[src/rtl/eerd_pkg.sv]
package eerd_pkg;

  typedef struct packed {
    logic cs;
    logic sck;
    logic mosi;
  } ee_pins_t;

  localparam int PREAMBLE_STEPS = 4;
  localparam int CMD_STEPS      = 6;  // start bit and two command bits, two steps each
  localparam int GAP_STEPS      = 1;
  localparam int TAIL_STEPS     = 4;

  function automatic int total_steps(input int addr_w, input int data_w);
    return PREAMBLE_STEPS + CMD_STEPS + 2 * addr_w + GAP_STEPS + 2 * data_w + TAIL_STEPS;
  endfunction

endpackage

[src/rtl/eerd_step_timer.sv]
module eerd_step_timer #(
  parameter int STEP_CYCLES = 4
) (
  input  logic clk,
  input  logic rst_n,
  input  logic run,
  input  logic clear,
  output logic step_end
);
  localparam int CNT_W = (STEP_CYCLES > 1) ? $clog2(STEP_CYCLES) : 1;
  localparam logic [CNT_W-1:0] CNT_LAST = CNT_W'(STEP_CYCLES - 1);

  logic [CNT_W-1:0] cnt_q, cnt_n;

  assign step_end = run && (cnt_q == CNT_LAST);

  always_comb begin
    if (clear || !run || step_end) cnt_n = '0;
    else                           cnt_n = cnt_q + 1'b1;
  end

  always_ff @(posedge clk or negedge rst_n) begin
    if (!rst_n) cnt_q <= '0;
    else        cnt_q <= cnt_n;
  end
endmodule

[src/rtl/eerd_step_decode.sv]
module eerd_step_decode
  import eerd_pkg::*;
#(
  parameter int ADDR_W = 8,
  parameter int DATA_W = 16,
  parameter int STEP_W = 6
) (
  input  logic [STEP_W-1:0] step,
  input  logic              addr_msb,
  output ee_pins_t          pins,
  output logic              shift_addr,
  output logic              sample_bit
);
  localparam int S_CMD  = PREAMBLE_STEPS;
  localparam int S_ADR  = S_CMD + CMD_STEPS;
  localparam int S_GAP  = S_ADR + 2 * ADDR_W;
  localparam int S_DAT  = S_GAP + GAP_STEPS;
  localparam int S_TAIL = S_DAT + 2 * DATA_W;

  localparam logic [STEP_W-1:0] L_CMD  = STEP_W'(S_CMD);
  localparam logic [STEP_W-1:0] L_ADR  = STEP_W'(S_ADR);
  localparam logic [STEP_W-1:0] L_GAP  = STEP_W'(S_GAP);
  localparam logic [STEP_W-1:0] L_DAT  = STEP_W'(S_DAT);
  localparam logic [STEP_W-1:0] L_TAIL = STEP_W'(S_TAIL);
  localparam logic [STEP_W-1:0] L_ONES = STEP_W'(4);  // steps carrying start bit and first command bit

  logic [STEP_W-1:0] rel;

  always_comb begin
    pins       = '0;
    shift_addr = 1'b0;
    sample_bit = 1'b0;
    rel        = '0;
    if (step < L_CMD) begin
      case (step[1:0])
        2'd1:    pins.cs = 1'b1;
        2'd2:    begin pins.cs = 1'b1; pins.sck = 1'b1; end
        2'd3:    pins.cs = 1'b1;
        default: pins = '0;
      endcase
    end else if (step < L_ADR) begin
      rel       = step - L_CMD;
      pins.cs   = 1'b1;
      pins.sck  = rel[0];
      pins.mosi = (rel < L_ONES);
    end else if (step < L_GAP) begin
      rel        = step - L_ADR;
      pins.cs    = 1'b1;
      pins.sck   = rel[0];
      pins.mosi  = addr_msb;
      shift_addr = rel[0];
    end else if (step < L_DAT) begin
      pins.cs = 1'b1;
    end else if (step < L_TAIL) begin
      rel        = step - L_DAT;
      pins.cs    = 1'b1;
      pins.sck   = ~rel[0];
      sample_bit = rel[0];
    end else begin
      rel = step - L_TAIL;
      case (rel[1:0])
        2'd1:    pins.cs  = 1'b1;
        2'd3:    pins.sck = 1'b1;
        default: pins = '0;
      endcase
    end
  end
endmodule

[src/rtl/eerd_word_shift.sv]
module eerd_word_shift #(
  parameter int DATA_W = 16
) (
  input  logic              clk,
  input  logic              rst_n,
  input  logic              clear,
  input  logic              shift_en,
  input  logic              bit_in,
  output logic [DATA_W-1:0] swapped
);
  localparam int NBYTES = DATA_W / 8;

  logic [DATA_W-1:0] sr_q, sr_n;

  always_comb begin
    if (clear)         sr_n = '0;
    else if (shift_en) sr_n = {sr_q[DATA_W-2:0], bit_in};
    else               sr_n = sr_q;
  end

  always_ff @(posedge clk or negedge rst_n) begin
    if (!rst_n) sr_q <= '0;
    else        sr_q <= sr_n;
  end

  for (genvar b = 0; b < NBYTES; b++) begin : g_lane
    assign swapped[8*b +: 8] = sr_q[DATA_W-8-8*b +: 8];
  end
endmodule

[src/rtl/eeprom_word_reader.sv]
module eeprom_word_reader
  import eerd_pkg::*;
#(
  parameter int ADDR_W      = 8,
  parameter int DATA_W      = 16,
  parameter int STEP_CYCLES = 4
) (
  input  logic              clk,
  input  logic              rst_n,
  input  logic              start,
  input  logic [ADDR_W-1:0] rd_addr,
  output logic              busy,
  output logic              done,
  output logic [DATA_W-1:0] rd_data,
  output logic              mem_cs,
  output logic              mem_sck,
  output logic              mem_mosi,
  input  logic              mem_miso
);
  localparam int NUM_STEPS = total_steps(ADDR_W, DATA_W);
  localparam int STEP_W    = $clog2(NUM_STEPS);
  localparam logic [STEP_W-1:0] STEP_LAST = STEP_W'(NUM_STEPS - 1);

  logic              busy_q, busy_n;
  logic [STEP_W-1:0] step_q, step_n;
  logic [ADDR_W-1:0] addr_q, addr_n;
  ee_pins_t          pins_q, dec_pins;
  logic              shift_q, sample_q, dec_shift, dec_sample;
  logic [DATA_W-1:0] result_q, result_n, swapped;
  logic              done_q;
  logic              launch, step_end, last_step, advance, finish, pins_en;

  assign launch    = start && !busy_q;
  assign last_step = (step_q == STEP_LAST);
  assign advance   = step_end && !last_step;
  assign finish    = step_end && last_step;
  assign pins_en   = launch || advance;

  eerd_step_timer #(.STEP_CYCLES(STEP_CYCLES)) u_timer (
    .clk      (clk),
    .rst_n    (rst_n),
    .run      (busy_q),
    .clear    (launch),
    .step_end (step_end)
  );

  eerd_step_decode #(.ADDR_W(ADDR_W), .DATA_W(DATA_W), .STEP_W(STEP_W)) u_decode (
    .step       (step_n),
    .addr_msb   (addr_n[ADDR_W-1]),
    .pins       (dec_pins),
    .shift_addr (dec_shift),
    .sample_bit (dec_sample)
  );

  eerd_word_shift #(.DATA_W(DATA_W)) u_shift (
    .clk      (clk),
    .rst_n    (rst_n),
    .clear    (launch),
    .shift_en (step_end && sample_q),
    .bit_in   (mem_miso),
    .swapped  (swapped)
  );

  always_comb begin
    busy_n   = busy_q;
    step_n   = step_q;
    addr_n   = addr_q;
    result_n = result_q;
    if (launch) begin
      busy_n = 1'b1;
      step_n = '0;
      addr_n = rd_addr;
    end else begin
      if (advance)             step_n = step_q + 1'b1;
      if (finish)              busy_n = 1'b0;
      if (step_end && shift_q) addr_n = {addr_q[ADDR_W-2:0], 1'b0};
      if (finish)              result_n = swapped;
    end
  end

  always_ff @(posedge clk or negedge rst_n) begin
    if (!rst_n) begin
      busy_q   <= 1'b0;
      step_q   <= '0;
      addr_q   <= '0;
      result_q <= '0;
      done_q   <= 1'b0;
    end else begin
      busy_q   <= busy_n;
      step_q   <= step_n;
      addr_q   <= addr_n;
      result_q <= result_n;
      done_q   <= finish;
    end
  end

  always_ff @(posedge clk or negedge rst_n) begin
    if (!rst_n) begin
      pins_q   <= '0;
      shift_q  <= 1'b0;
      sample_q <= 1'b0;
    end else if (pins_en) begin
      pins_q   <= dec_pins;
      shift_q  <= dec_shift;
      sample_q <= dec_sample;
    end
  end

  assign busy     = busy_q;
  assign done     = done_q;
  assign rd_data  = result_q;
  assign mem_cs   = pins_q.cs;
  assign mem_sck  = pins_q.sck;
  assign mem_mosi = pins_q.mosi;
endmodule

[config.mk]
export PLATFORM = sky130hd
export DESIGN_NAME = eeprom_word_reader
export DESIGN_NICKNAME = d
export VERILOG_FILES = /design/src/rtl/eerd_pkg.sv /design/src/rtl/eerd_step_timer.sv /design/src/rtl/eerd_step_decode.sv /design/src/rtl/eerd_word_shift.sv /design/src/rtl/eeprom_word_reader.sv
export SDC_FILE = /design/constraint.sdc
export NUM_CORES = 1
export LEC_CHECK = 0
export BUFFER_PORTS_ARGS = -buffer_cell sky130_fd_sc_hd__buf_2
export CAP_MARGIN = 20
export CORE_ASPECT_RATIO = 0.9
export CORE_MARGIN = 2
export CORE_UTILIZATION = 39
export DETAILED_ROUTE_END_ITERATION = 16
export GPL_ROUTABILITY_DRIVEN = 0
export REMOVE_ABC_BUFFERS = 1
export SLEW_MARGIN = 20
export SYNTH_ARGS = -nofsm -noshare
export SYNTH_HDL_FRONTEND = slang
export SYNTH_SLANG_ARGS = --single-unit
[constraint.sdc]
create_clock -name clk -period 3.3 [get_ports clk]
set_clock_uncertainty 0.2 [all_clocks]
set_input_delay 0.66 -clock clk [delete_from_list [all_inputs] [get_ports clk]]
set_output_delay 0.66 -clock clk [all_outputs]
set_load 0.1 [all_outputs]
# Yosys cells after proc, flatten, opt, wreduce, memory -nomap -nowiden
# Cells that the tools add are included.
[totals]
wordCells = 77
regBits = 55
input_bits = 12
[op_classes]
n_mux = 27
bitwise = 2
reduce_logical = 16
magnitude_cmp = 6
n_eq_ne = 7
n_addsub = 6
[ops]
columns = ["cell", "count"]
rows = [
  ["16-bit two-way mux", 2],
  ["8-bit two-way mux", 2],
  ["1-bit two-way mux", 15],
  ["6-bit by 3-bit less-than comparator with 1-bit output (second input constant)", 2],
  ["6-bit by 5-bit less-than comparator with 1-bit output (second input constant)", 2],
  ["6-bit two-way mux", 2],
  ["3-bit two-way mux", 3],
  ["2-bit equality test (second input constant)", 4],
  ["6-bit by 1-bit adder with 6-bit output (second input constant)", 1],
  ["6-bit equality test (second input constant)", 1],
  ["1-bit logical AND", 6],
  ["6-bit by 4-bit less-than comparator with 1-bit output (second input constant)", 1],
  ["6-bit less-than comparator (second input constant)", 1],
  ["2-bit two-way mux", 3],
  ["2-bit nonzero test", 3],
  ["6-bit by 3-bit subtractor with 6-bit output (second input constant)", 1],
  ["2-bit by 1-bit equality test with 1-bit output (second input constant)", 2],
  ["1-bit logical OR", 3],
  ["3-bit OR reduction", 1],
  ["2-bit by 1-bit adder with 2-bit output (second input constant)", 1],
  ["1-bit logical NOT", 2],
  ["1-bit NOT", 2],
  ["2-bit AND reduction", 1],
  ["1-bit subtractor (second input constant)", 2],
  ["2-bit subtractor (second input constant)", 1],
]

# Longest topological paths before layout
[logic_depth]
ltp_word = 13
depth_mapped = 10
mapped_depth_nobuf = 8

# Cells and area by module
# A second synthesis with hierarchy kept.
[unflattened]
cells_unflattened = 199
area_unflattened_um2 = 2504.9
[modules_own_cells]
columns = ["module", "n_inst", "seq_area_each_um2", "cells_each", "area_each_um2"]
rows = [
  ["eeprom_word_reader", 1, 925.9, 120, 1604.0],
  ["eerd_word_shift", 1, 400.4, 52, 660.6],
  ["eerd_step_decode", 1, 0.0, 21, 143.9],
  ["eerd_step_timer", 1, 50.0, 6, 96.3],
]

# Worst setup path before layout
# No wires, ideal clock.
[synth_timing]
path_kind = "reg-to-reg"
start = "reg busy_q, in the netlist busy"
end = "reg result_q[10], in the netlist rd_data[10]"
period_less_slack_ns = 2.699
n_path_buf = 2
t_arrival_ns = 2.374
required_ns = 2.975
path_stages_with_launch = 6
setup_slack_ns = 0.601
cell_sequence = "dfrtp_1 buf_6 nand2_1 nor3_2 buf_2 mux2_2"
[synth_rtl]
columns = ["element", "line", "rtl"]
rows = [
  ["start: declaration", "eeprom_word_reader.sv:24", "logic busy_q, busy_n;"],
  ["start signal: assignment", "eeprom_word_reader.sv:89", "busy_q <= busy_n;"],
  ["1-bit logical AND", "eerd_step_timer.sv:15", "assign step_end = run && (cnt_q == CNT_LAST);"],
  ["1-bit logical AND", "eeprom_word_reader.sv:36", "assign finish = step_end && last_step;"],
  ["named net finish", "eeprom_word_reader.sv:31", "logic launch, step_end, last_step, advance, finish, pins_en;"],
  ["2-bit AND reduction (no source line)", "-", ""],
  ["end signal: assignment", "eeprom_word_reader.sv:92", "result_q <= result_n;"],
  ["end: declaration", "eeprom_word_reader.sv:29", "logic [DATA_W-1:0] result_q, result_n, swapped;"],
]
# The timed path passes the listed nets, and every way through them passes these cells.
# A chain may end at the register's enable or synchronous reset.

# Worst setup path in the final report
[layout_timing]
start = "reg step_q[0]"
end = "reg pins_q, in the netlist mem_cs"
[layout_between]
elab_chain_len = 13
[layout_rtl]
columns = ["element", "line", "rtl"]
rows = [
  ["start: declaration", "eeprom_word_reader.sv:25", "logic [STEP_W-1:0] step_q, step_n;"],
  ["start signal: assignment", "eeprom_word_reader.sv:90", "step_q <= step_n;"],
  ["parallel branches: the longest is 13 deep, another holds 6-bit by 1-bit adder with 6-bit output", "-", ""],
  ["end signal: assignment", "eeprom_word_reader.sv:103", "pins_q <= dec_pins;"],
  ["end: declaration", "eeprom_word_reader.sv:27", "ee_pins_t pins_q, dec_pins;"],
]
# Parallel ways; which one is timed is not known.

==> key figures <==
Timing
  – Fin Hold WS: roughly 0.18 ns
  – Final setup viols: 0
  – Tmin final: around 2.6 ns
  – Worst-Margin Slew: approximately 0.65 ns
  – Fmax: ~0.39 GHz
  – Final hold violations: 0
  – Final period util: 77.94%
  – RSZ-0062 raised after global routing: false
  – Fin worst setup slack: approximately 0.73 ns
  – Fin. max-slew vios: 0
  – Max-slew headroom: a little under three fifths
  – Setup tns final: 0 ns

Synthesis
  – Syn_area_per_cell: ~11 sq um
  – Leading post-synthesis cells by cell area: dfrtp_1, nand2_1, mux2_2
  – Synth area leader: dfrtp_1
  – Mapped cell area: about 0.0027 sq mm
  – Most frequent cells after synthesis: dfrtp_1, nand2_1, mux2_2
  – Async set or reset register ratio after synthesis: 100.0%
  – Synth top area share: roughly half
  – Number of synthesized flops with an enable pin: 0
  – Sequential element share of the synthesized area: about 51%
  – Synth cell types: between 50 and 60
  – Number of synthesis warnings: 0
  – Top-count cell post-synth: dfrtp_1
  – Seq cells post-synth: 55
  – Ys flop type: dfrtp_1
  – Post-Synthesis Cells: roughly 240

Detailed routing
  – Vias after detailed routing: about 1900
  – Antenna-violating nets left: 0
  – First-pass DRT Iterations: 4
  – Drt first-iter violations: between 90 and 100
  – Final wirelength: 5226 microns
  – DR WL/cell: between 10 and 15 microns
  – Drt via density: between 5 and 6
  – Drt drc: 0

Critical path
  – Crit path arrival time: between 2 and 3 ns
  – CP Max Fanout: 10
  – Slowest CP cell: dfrtp_1
  – WP buf/inv: 1
  – Kind of critical path: register to register
  – Critical path depth: 8
  – Worst Setup SP: step_q[0]
  – RR Startpoint: step_q[0]
  – Register-to-Register Path Depth: 8
  – Critical path launch point type: register
  – Crit. End Element: register
  – Top Family by Delay on Critical Path: compound AO/OA/AOI/OAI gates
  – Worst EP required: 3.31 ns
  – CP max stage delay: between 0.5 and 0.6 ns
  – Critical-path cell list: inv_1, ha_1, and3_2, a21oi_4, nor2_2, a311o_1, and4b_1, o31ai_2

Pwr
  – VDD IR max: around 0.00034 V
  – Pwr Density: ~880 mW/mm^2
  – Leakage: between 0.001 and 0.0015 uW
  – Tot Pwr: approximately 2600 uW

Place
  – I/O Buffers: 32
  – Hpwl dp: roughly 3600 microns
  – Place WS: between 0.7 and 0.8 ns

Global route
  – Vias in the first global route: between 1500 and 2000
  – Initial antenna violation count: 0
  – Total GRT Usage: 14.45%
  – Largest net degree at the start of global routing: 29
  – Total grt overflow: 0
  – Global-route wire length before repair: ~8900 microns

Die
  – Row cnt: 28
  – Core Box Area: around 0.0067 sq mm
  – Die width: slightly above 90 microns
  – Initial Utilization: 40.75%
  – Die Y: ~83 microns
  – Die area: around 0.0076 sq mm
  – Ports: 33

Worst hold path
  – Hold Crit Class: input pin to async pin

Clock network
  – Post-CTS Resized: 0
  – Post-CTS Setup Inserts: 0
  – TritonCTS Sinks: between 50 and 60
  – H-tree depth: 2
  – Root Buffer: clkbuf_8
  – Num CTS Buffers: 5
  – Worst-skew pair later-pin latency: around 0.30 ns
  – CTS tree: yes
  – Reg clk slew, reported paths: roughly 0.10 ns
  – Hold Buf Count CTS: 0
  – CTS Buffer Depth: 2

Finish
  – # fillers: 646
  – Fraction of layout cells with a size suffix above 1: slightly below 30%
  – Ant diodes: 0
  – Layout area overhead: 10.52%
  – Fin nets: between 200 and 300
  – Layout Utilization: between 40% and 50%

Flow run
  – # Max-Cap Violations: 0

Outcome
  – Status: finished, final reports clean
-- state kept, by name, summed over array words and instances, names as in the netlist --
| signal | count |
|---|---|
| step_q | 6 |
| rd_data | 16 |
| u_shift.sr_q | 16 |
| mem_mosi | 1 |
| mem_cs | 1 |
| shift_q | 1 |
| sample_q | 1 |
| u_timer.cnt_q | 2 |
| done | 1 |
| addr_q | 8 |
| busy | 1 |
| mem_sck | 1 |
-- cell families (layout without fill, tap and decap cells) --
kind of cell / after synthesis / after routing / share of synthesized area [%]
multiplexers: 25 / 25 / 10.42
flip-flops: 55 / 55 / 50.74
adder cells (fa/ha/maj): 3 / 3 / 1.384
XOR/XNOR: 4 / 4 / 1.292
AO/OA/AOI/OAI: 47 / 47 / 13.52
buffers and inverters: 18 / 46 / 4.843
AND/OR/NAND/NOR: 91 / 91 / 17.80
-- through the flow --
step | cell area, sq um | cells
final | 2998 | 361
after floorplan | 2596 | 229
after detailed placement | 2892 | 354
after global routing | 2998 | 361
after CTS | 2998 | 361
after global placement | 2892 | 354
-- worst register-to-register path: cells and delay by family (launching register included) --
family,cells,cell delay (ns)
AOI/OAI and AO/OA,3,0.81
and+or+nand+nor,3,0.56
DFF,1,0.54
adders and majority gates,1,0.27
buffers and inverters,1,0.11
-- final timing paths --
kind,endpoint,slack (ns)
max,mem_cs,0.73
min,step_q[4],0.18
max reg2reg,mem_cs,0.73
min reg2reg,u_timer.cnt_q[0],0.25
max in group asynchronous,u_shift.sr_q[13],1.92
min in group clk,u_timer.cnt_q[0],0.25
-- metal layers --
layer	track usage [%]	wire [microns]	part of all wire, %
met1	19.91	2558	49
met5	0	0	0
met4	5.292	85	1.6
met2	22.19	2406	46
met3	3.539	176	3.4
-- final cells by class --
class | instances | area, sq um | share of cell area (%)
multi-input cells | 170 | 1205 | 40.19
inverters | 4 | 15.01 | 0.5008
repair buffers | 35 | 182.7 | 6.093
flip-flops and latches | 55 | 1376 | 45.91
clock buffers | 5 | 68.82 | 2.295
well taps | 90 | 112.6 | 3.756
clock inverters | 2 | 37.54 | 1.252
-- placed cells by master, fill, tap and decap left out, types with 4 or more instances in the layout --
cell / count
clkbuf_8: 5
a21oi_1: 12
buf_2: 32
mux2_2: 16
dfrtp_1: 55
o31ai_1: 4
nor2_1: 4
mux2i_1: 8
inv_1: 4
nand2_1: 49
o21ai_0: 8
nand3_1: 11
-- power by group --
part           internal [uW]  total (uW)  switching (uW)
clock network            222         432             210
registers                885        1080             194
logic                    388        1130             739
Note: power is estimated with default switching activity, not from simulation.
